--- src/rtl/pmc_pkg.sv ---
// Shared types for the power mode controller.
// Assumes: state and cause encodings are private to the block, except the
// cause code, which leaves the block unchanged on rst_cause.
package pmc_pkg;

    typedef enum logic [2:0] {
        ST_RUN  = 3'd0,
        ST_STBY = 3'd1,
        ST_SLP  = 3'd2,
        ST_DSLP = 3'd3,
        ST_RST  = 3'd4
    } pmc_state_t;

    typedef enum logic [1:0] {
        CAUSE_POR  = 2'b00,
        CAUSE_WAKE = 2'b01,
        CAUSE_WDT  = 2'b10,
        CAUSE_SW   = 2'b11
    } pmc_cause_t;

    localparam logic [1:0] MODE_RUN  = 2'b00;
    localparam logic [1:0] MODE_STBY = 2'b01;
    localparam logic [1:0] MODE_SLP  = 2'b10;
    localparam logic [1:0] MODE_DSLP = 2'b11;

endpackage

--- src/rtl/pmc_wake_eval.sv ---
// Wake evaluation: decides, for the current low-power state, whether the
// wake inputs end it and whether that exit needs a core reset.
// Assumes: all inputs are synchronous to the controller clock.
module pmc_wake_eval
    import pmc_pkg::*;
#(
    parameter int                NIRQ          = 8,
    parameter logic [NIRQ-1:0]   SLP_WAKE_MASK = 8'h0F
) (
    input  pmc_state_t      state,
    input  logic [NIRQ-1:0] irq_pend,
    input  logic [NIRQ-1:0] irq_en,
    input  logic            wake_pin_n,
    output logic            resume,
    output logic            reboot
);

    logic [NIRQ-1:0] live_irq;
    logic            any_irq;
    logic            slp_irq;

    // Purpose: reduce the interrupt lines to "any enabled" and "sleep-capable".
    always_comb begin
        live_irq = irq_pend & irq_en;
        any_irq  = |live_irq;
        slp_irq  = |(live_irq & SLP_WAKE_MASK);
    end

    // Purpose: apply the wake rule that belongs to each mode.
    always_comb begin
        resume = 1'b0;
        reboot = 1'b0;
        unique case (state)
            ST_STBY: resume = any_irq;
            ST_SLP:  reboot = slp_irq;
            ST_DSLP: reboot = ~wake_pin_n;
            default: begin
                resume = 1'b0;
                reboot = 1'b0;
            end
        endcase
    end

endmodule

--- src/rtl/pmc_rst_timer.sv ---
// Core reset pulse timer: counts cycles spent in the reset state and flags
// the last one, so the pulse lasts exactly RST_CYC cycles.
// Assumes: in_rst stays high from the first to the last reset cycle.
module pmc_rst_timer #(
    parameter int RST_CYC = 4
) (
    input  logic clk,
    input  logic rst_n,
    input  logic in_rst,
    output logic done
);

    localparam int            CW   = $clog2(RST_CYC + 1);
    localparam logic [CW-1:0] LAST = CW'(RST_CYC - 1);

    logic [CW-1:0] cnt_q;

    // Purpose: count reset cycles; clear whenever the reset state is left.
    always_ff @(posedge clk) begin
        if (!rst_n) begin
            cnt_q <= '0;
        end else if (in_rst && (cnt_q != LAST)) begin
            cnt_q <= cnt_q + 1'b1;
        end else begin
            cnt_q <= '0;
        end
    end

    // Purpose: signal the final cycle of the pulse.
    always_comb done = in_rst && (cnt_q == LAST);

endmodule

--- src/rtl/pmc_out_dec.sv ---
// Output decode: turns the controller state and the latched bank-keep bits
// into the mode code, clock, reset and power enables (Moore outputs).
// Assumes: the reset state powers everything so the core can restart.
module pmc_out_dec
    import pmc_pkg::*;
#(
    parameter int NBANK = 2
) (
    input  pmc_state_t       state,
    input  logic [NBANK-1:0] keep_q,
    output logic [1:0]       mode_rd,
    output logic             core_clk_en,
    output logic             core_rst,
    output logic             periph_on,
    output logic             iram_on,
    output logic [NBANK-1:0] bank_on
);

    // Purpose: global enables and visible mode code for each state.
    always_comb begin
        unique case (state)
            ST_STBY: mode_rd = MODE_STBY;
            ST_SLP:  mode_rd = MODE_SLP;
            ST_DSLP: mode_rd = MODE_DSLP;
            default: mode_rd = MODE_RUN;
        endcase
        core_clk_en = (state == ST_RUN) || (state == ST_RST);
        core_rst    = (state == ST_RST);
        periph_on   = (state == ST_RUN) || (state == ST_RST) || (state == ST_STBY);
        iram_on     = (state != ST_DSLP);
    end

    // Purpose: one enable per external RAM bank.
    for (genvar b = 0; b < NBANK; b++) begin : g_bank
        always_comb begin
            if (state == ST_SLP) begin
                bank_on[b] = keep_q[b];
            end else begin
                bank_on[b] = (state != ST_DSLP);
            end
        end
    end

endmodule

--- src/rtl/pwr_mode_ctrl.sv ---
// Power mode controller top: holds the mode state, the bank-keep bits and
// the reset cause, and combines the wake evaluator, reset timer and output
// decoder.
// Assumes: inputs synchronous to clk; rst_n is the power-on/pin reset.
module pwr_mode_ctrl
    import pmc_pkg::*;
#(
    parameter int                NIRQ          = 8,
    parameter int                NBANK         = 2,
    parameter int                RST_CYC       = 4,
    parameter logic [NIRQ-1:0]   SLP_WAKE_MASK = 8'h0F
) (
    input  logic             clk,
    input  logic             rst_n,
    input  logic             mode_wr,
    input  logic [1:0]       mode_wdata,
    input  logic [NBANK-1:0] bank_keep,
    input  logic [NIRQ-1:0]  irq_pend,
    input  logic [NIRQ-1:0]  irq_en,
    input  logic             wake_pin_n,
    input  logic             wdt_rst,
    input  logic             sw_rst,
    output logic [1:0]       mode_rd,
    output logic             core_clk_en,
    output logic             core_rst,
    output logic             periph_on,
    output logic             iram_on,
    output logic [NBANK-1:0] bank_on,
    output logic [1:0]       rst_cause
);

    pmc_state_t       state_q, state_d;
    pmc_cause_t       cause_q, cause_d;
    logic [NBANK-1:0] keep_q, keep_d;
    logic             resume, reboot, rst_done;

    pmc_wake_eval #(
        .NIRQ          (NIRQ),
        .SLP_WAKE_MASK (SLP_WAKE_MASK)
    ) u_wake (
        .state      (state_q),
        .irq_pend   (irq_pend),
        .irq_en     (irq_en),
        .wake_pin_n (wake_pin_n),
        .resume     (resume),
        .reboot     (reboot)
    );

    pmc_rst_timer #(
        .RST_CYC (RST_CYC)
    ) u_timer (
        .clk    (clk),
        .rst_n  (rst_n),
        .in_rst (state_q == ST_RST),
        .done   (rst_done)
    );

    // Purpose: next-state rule; reset requests beat mode writes.
    always_comb begin
        state_d = state_q;
        cause_d = cause_q;
        keep_d  = keep_q;
        unique case (state_q)
            ST_RUN: begin
                if (wdt_rst) begin
                    state_d = ST_RST;
                    cause_d = CAUSE_WDT;
                end else if (sw_rst) begin
                    state_d = ST_RST;
                    cause_d = CAUSE_SW;
                end else if (mode_wr) begin
                    keep_d = bank_keep;
                    unique case (mode_wdata)
                        MODE_STBY: state_d = ST_STBY;
                        MODE_SLP:  state_d = ST_SLP;
                        MODE_DSLP: state_d = ST_DSLP;
                        default:   state_d = ST_RUN;
                    endcase
                end
            end
            ST_STBY: begin
                if (resume) state_d = ST_RUN;
            end
            ST_SLP, ST_DSLP: begin
                if (reboot) begin
                    state_d = ST_RST;
                    cause_d = CAUSE_WAKE;
                end
            end
            ST_RST: begin
                if (rst_done) state_d = ST_RUN;
            end
            default: state_d = ST_RST;
        endcase
    end

    // Purpose: state registers; pin reset starts a power-on reset pulse.
    always_ff @(posedge clk) begin
        if (!rst_n) begin
            state_q <= ST_RST;
            cause_q <= CAUSE_POR;
            keep_q  <= '1;
        end else begin
            state_q <= state_d;
            cause_q <= cause_d;
            keep_q  <= keep_d;
        end
    end

    pmc_out_dec #(
        .NBANK (NBANK)
    ) u_dec (
        .state       (state_q),
        .keep_q      (keep_q),
        .mode_rd     (mode_rd),
        .core_clk_en (core_clk_en),
        .core_rst    (core_rst),
        .periph_on   (periph_on),
        .iram_on     (iram_on),
        .bank_on     (bank_on)
    );

    // Purpose: expose the cause code.
    always_comb rst_cause = cause_q;

endmodule

--- config.mk ---
export PLATFORM = sky130hd
export DESIGN_NAME = pwr_mode_ctrl
export DESIGN_NICKNAME = d
export VERILOG_FILES = /design/src/rtl/pmc_pkg.sv /design/src/rtl/pmc_wake_eval.sv /design/src/rtl/pmc_rst_timer.sv /design/src/rtl/pmc_out_dec.sv /design/src/rtl/pwr_mode_ctrl.sv
export SDC_FILE = /design/constraint.sdc
export NUM_CORES = 1
export LEC_CHECK = 0
export BUFFER_PORTS_ARGS = -buffer_cell sky130_fd_sc_hd__buf_4
export CORE_ASPECT_RATIO = 0.9
export CORE_MARGIN = 1
export CORE_UTILIZATION = 36
export DETAILED_ROUTE_END_ITERATION = 6
export GPL_ROUTABILITY_DRIVEN = 1
export PLACE_DENSITY_LB_ADDON = 0.1
export SLEW_MARGIN = 20
export SYNTH_ARGS = -nofsm -noshare
export SYNTH_HDL_FRONTEND = slang
export SYNTH_SLANG_ARGS = --single-unit
--- constraint.sdc ---
create_clock -name clk -period 1.8 [get_ports clk]
set_input_delay 0.18 -clock clk [delete_from_list [all_inputs] [get_ports clk]]
set_output_delay 0.18 -clock clk [all_outputs]
set_load 0.02 [all_outputs]
# After elaboration in Yosys (flattened, before gate mapping)
# Cells that the tools add are included.
[op_classes]
add_sub_neg = 1
multipliers = 0
div_mod_pow = 0
n_lt_le_gt_ge = 0
n_eq_ne = 15
shift = 0
muxes = 17
n_bitwise = 4
reduce_logical = 13
[op_table]
columns = ["operator", "n"]
rows = [
  ["3-bit 2-to-1 mux", 6],
  ["2-bit case mux with 3 select lines", 2],
  ["3-bit case mux with 4 select lines", 1],
  ["3-bit by 2-bit == test with 1-bit output, second input constant", 3],
  ["8-bit AND", 1],
  ["4-bit AND reduction", 2],
  ["8-bit OR reduction", 1],
  ["2-bit 2-to-1 mux", 3],
  ["2-bit inequality test, second input constant", 3],
  ["3-bit by 2-bit inequality test with 1-bit output, second input constant", 2],
  ["2-bit == test, second input constant", 2],
  ["4-bit inequality test, second input constant", 1],
  ["2-bit case mux with 2 select lines", 1],
  ["4-bit OR reduction", 1],
  ["3-bit by 1-bit adder with 3-bit output, second input constant", 1],
  ["3-bit by 1-bit == test with 1-bit output, second input constant", 1],
  ["3-bit == test, second input constant", 1],
  ["3-bit zero test", 1],
  ["1-bit 2-to-1 mux", 3],
  ["3-bit inequality test, second input constant", 1],
  ["1-bit inverter", 3],
  ["3-bit AND reduction", 1],
  ["2-bit by 1-bit == test with 1-bit output, second input constant", 1],
  ["1-bit logical AND", 2],
  ["other kinds (5)", 6],
]
[word_totals]
reg_bits = 10
latchBits = 0
mem_bits_rw = 0
mem_bits_ro = 0
in_bits = 26
output_inout_bits = 10
wordCells = 54
n_memories = 0

# Longest topological paths before layout
[depth]
ltp_word = 6
ltp_mapped = 6
depth_no_buf = 6

# Hierarchy
# From an unflattened synthesis, not the netlist that was laid out.
[hier_totals]
cells_unflattened = 70
hier_area_um2 = 628.1
[modules_own_cells]
columns = ["module", "instances", "cells_each", "area_per_inst_um2", "seq_area_each_um2"]
rows = [
  ["pwr_mode_ctrl", 1, 41, 352.8, 140.1],
  ["pmc_rst_timer", 1, 10, 132.6, 60.1],
  ["pmc_wake_eval", 1, 9, 83.8, 0.0],
  ["pmc_out_dec", 1, 10, 58.8, 0.0],
]

# Least setup slack after synthesis
# OpenSTA, ideal clock, no wires.
[synth_path]
path_type = "register to register"
startpoint = "reg u_timer.cnt_q[0]"
endpoint = "reg state_q[0]"
setup_ps = 122
arrival_ps = 1597
required_time_ps = 1678
slack_ps = 81
path_stages_with_launch = 7
n_path_buf = 0
period_less_slack_ps = 1719
path_cell_list = "dfxtp_1 ha_1 ha_1 nor4b_1 a31o_2 nor4_1 a311o_1"
[synth_via]
elab_chain_cells = 4
[synth_lines]
columns = ["element", "line_no", "text"]
rows = [
  ["start, declared", "pmc_rst_timer.sv:16", "logic [CW-1:0] cnt_q;"],
  ["start signal, assigned", "pmc_rst_timer.sv:23", "cnt_q <= cnt_q + 1'b1;"],
  ["3-bit by 2-bit == test with 1-bit output", "pmc_rst_timer.sv:30", "always_comb done = in_rst && (cnt_q == LAST);"],
  ["1-bit logical AND", "pmc_rst_timer.sv:30", ""],
  ["2-bit inequality test (no source line)", "n/a", ""],
  ["4-bit AND reduction (no source line)", "n/a", ""],
  ["end signal, assigned", "pwr_mode_ctrl.sv:104", "state_q <= state_d;"],
  ["end, declared", "pwr_mode_ctrl.sv:32", "pmc_state_t state_q, state_d;"],
]
# Every way passes these cells.
# A chain may end at the register's enable or synchronous reset.

# Final worst setup path
[layout_path]
startpoint = "reg state_q[1]"
endpoint = "reg keep_q[0]"
[layout_via]
elab_chain_cells = 2
[layout_lines]
columns = ["element", "line_no", "text"]
rows = [
  ["3-bit zero test", "pwr_mode_ctrl.sv:63", "unique case (state_q)"],
  ["4-bit AND reduction (no source line)", "n/a", ""],
  ["end signal, assigned", "pwr_mode_ctrl.sv:106", "keep_q <= keep_d;"],
  ["end, declared", "pwr_mode_ctrl.sv:34", "logic [NBANK-1:0] keep_q, keep_d;"],
]
# Every way passes these cells.

==> flow_metrics.env <==
export IMPL_status="finished with violations"
export IMPL_violations="design-rule violations"
export IMPL_antenna_left=0
export IMPL_wl_per_cell_microns=11.95
export IMPL_die_y_microns=39.56
export IMPL_viasPerCell=5.171
export IMPL_synthFlopType="dfxtp_1"
export IMPL_routed_wl_microns=1470
export IMPL_ys_warn_count=0
export IMPL_start_util_pct=38.98
export IMPL_multi_input_area_sq_um=336.6
export IMPL_grt_max_degree=12
export IMPL_grt_usage_pct=18.81
export IMPL_cp_end_kind="register"
export IMPL_ios=36
export IMPL_antenna_diode_count=0
export IMPL_synth_seq_cells=10
export IMPL_cts_tree="built"
export IMPL_tightest_slew_ps=433.8
export IMPL_vdd_drop_max_v=0.0005864
export IMPL_nets=137
export IMPL_ys_seq_area_share_pct=35.48
export IMPL_fillers=146
export IMPL_min_period_ps=1668
export IMPL_syn_area_per_cell_sq_um=8.178
export IMPL_start_kind="register"
export IMPL_post_synth_main_area_contributors="dfxtp_1 35%, nand2_1 6.0%, a22oi_1 5.3%"
export IMPL_cts_reportedPaths_clkPinSlew_ps=70
export IMPL_synth_edf_count=0
export IMPL_cts_max_level=1
export IMPL_synthesis_area_sq_um=564.3
export IMPL_synth_distinct_cells=30
export IMPL_power_density_nw_per_um2=669.1
export IMPL_grt_ovfl_total=0
export IMPL_grt_pass1_vias=580
export IMPL_worstPathArrival_ps=1820
export IMPL_ctsResizeCount=0
export IMPL_vias=636
export IMPL_finalHoldViolations=0
export IMPL_synth_cells=69
export IMPL_synth_fp_nets=97
export IMPL_syn2layout_area_growth_pct=60.31
export IMPL_design_area_sq_um=904.6
export IMPL_seq_area_sq_um=201.4
export IMPL_period_share_pct=92.66
export IMPL_p_leak_nw=0.4507
export IMPL_gp_congestion=0.8221
export IMPL_rows=13
export IMPL_io_buffers=35
export IMPL_die_w_microns=43.73
export IMPL_critical_path_required_ps=1960
export IMPL_cts_root_buf="clkbuf_4"
export IMPL_ys_top_cells_by_count="10 x dfxtp_1, 9 x nand2_1, 6 x nor2_1"
export IMPL_worstSetupPathType="register to register"
export IMPL_drc=5
export IMPL_drive_above_1_share_pct=45.37
export IMPL_antenna_found_initial=0
export IMPL_grt_pass1_wl_microns=2380
export IMPL_drt_first_pass_iters=6
export IMPL_rsz0062_at_grt="no"
export IMPL_placement_cell_area_sq_um=860.8
export IMPL_first_iter_violations=14
export IMPL_clockBufferDepth=2
export IMPL_setup_tns_final_ps=0
export IMPL_setup_violations=0
export IMPL_synth_most_common_cell="dfxtp_1"
export IMPL_dp_hpwl_microns=1164
export IMPL_maxCapViolations=0
export IMPL_synth_top_cell_area_share_pct=35.48
export IMPL_cts_buffers=3
export IMPL_dieArea_sq_um=1730
export IMPL_insertion_delay_ps=270
export IMPL_skew_ps=6.551
export IMPL_core_area_sq_um=1448
export IMPL_yosys_area_top_type="dfxtp_1"
export IMPL_fmax_mhz=599.5
export IMPL_cts_setup_buffers=0
export IMPL_synthArstFlopShare_pct=0
export IMPL_hp_class="input pin to register"
export IMPL_holdWs_ps=124.2
export IMPL_clock_sinks=10
export IMPL_finalMaxSlewViolations=0
export IMPL_cts_hold_buffers_added=0
export IMPL_cp_max_fo=7
export IMPL_slew_headroom_pct=70.77
[sequential cells by signal, summed over array words and instances, names as in the netlist]
| name | count |
|---|---|
| rst_cause | 2 |
| state_q | 3 |
| u_timer.cnt_q | 3 |
| keep_q | 2 |
[power breakdown]
| group | internal [mW] | total [mW] | switching, mW |
|---|---|---|---|
| logic | 0.0904 | 0.153 | 0.0622 |
| registers | 0.243 | 0.252 | 0.00903 |
| clock network | 0.123 | 0.201 | 0.0782 |
| total | 0.456 | 0.605 | 0.149 |
[worst max-delay path: stages, from the launching register on]
cell and delay [ps]:
dfxtp_2 360, or4_4 560, or3b_4 430, mux2i_1 150
nand2_1 60
[layer usage]
layer | vias up | part of all wire (%) | global-route usage [%]
met1 | 274 | 39 | 22.62
li1 | 328 | - | -
met2 | 32 | 48 | 32.46
met4 | 0 | 0.95 | 11.72
met5 | - | 0 | 0
met3 | 2 | 11 | 1.843
[placed cells by master, fill, tap and decap left out]
cell / instances
and2b_2: 1
dfxtp_1: 9
and2b_1: 1
inv_1: 5
a22oi_1: 4
or4_4: 1
o211a_1: 1
and3_1: 1
mux2i_1: 2
or3b_4: 1
a31o_2: 1
nor4_1: 3
o21ai_0: 4
nand4b_1: 1
buf_4: 39
a221oi_1: 1
o221ai_1: 1
a311o_1: 1
o31a_1: 1
nor4b_2: 1
nand2_1: 9
nor3_1: 1
nand3_1: 1
dfxtp_2: 1
and2_1: 1
o21a_1: 1
clkbuf_8: 1
clkbuf_4: 3
a21oi_1: 1
ha_1: 2
o211ai_1: 1
nor2_1: 6
nand2b_1: 1
[through the flow]
step                total power, mW  instances  setup WS (ps)  util (%)
detailed placement           0.4081        119          115.4     59.46
CTS                          0.6136        123          100.7     61.97
global placement             0.4044        119          126.6     59.46
floorplan                    0.3258         69          81.36         -
finish                       0.6053        123          132.0     62.49
global route                 0.6423        123          31.99     62.49
[cells by family after synthesis]
| kind of cell | after synthesis | share of synthesized area (%) |
|---|---|---|
| multiplexers | 2 | 3.548 |
| flip-flops | 10 | 35.48 |
| AND/OR/NAND/NOR | 29 | 28.38 |
| AO/OA/AOI/OAI | 17 | 22.17 |
| buffers and inverters | 9 | 5.986 |
| adder cells (fa/ha/maj) | 2 | 4.434 |
[area by class of cell]
class / count / share of cell area [%]
well taps: 15 / 2.075
repair buffers: 39 / 32.37
clock buffers: 4 / 4.011
inverters: 5 / 2.075
flip-flops and latches: 10 / 22.27
multi-input cells: 50 / 37.21
[worst paths after layout]
path	start	to	slack [ps]	cells past startpoint
max	state_q[1]	keep_q[0]	130	4
min	wdt_rst	rst_cause[0]	120	2
max reg2reg	state_q[1]	keep_q[0]	130	4
min reg2reg	u_timer.cnt_q[0]	u_timer.cnt_q[0]	430	1
No activity file was read; power rests on OpenSTA's default activity.
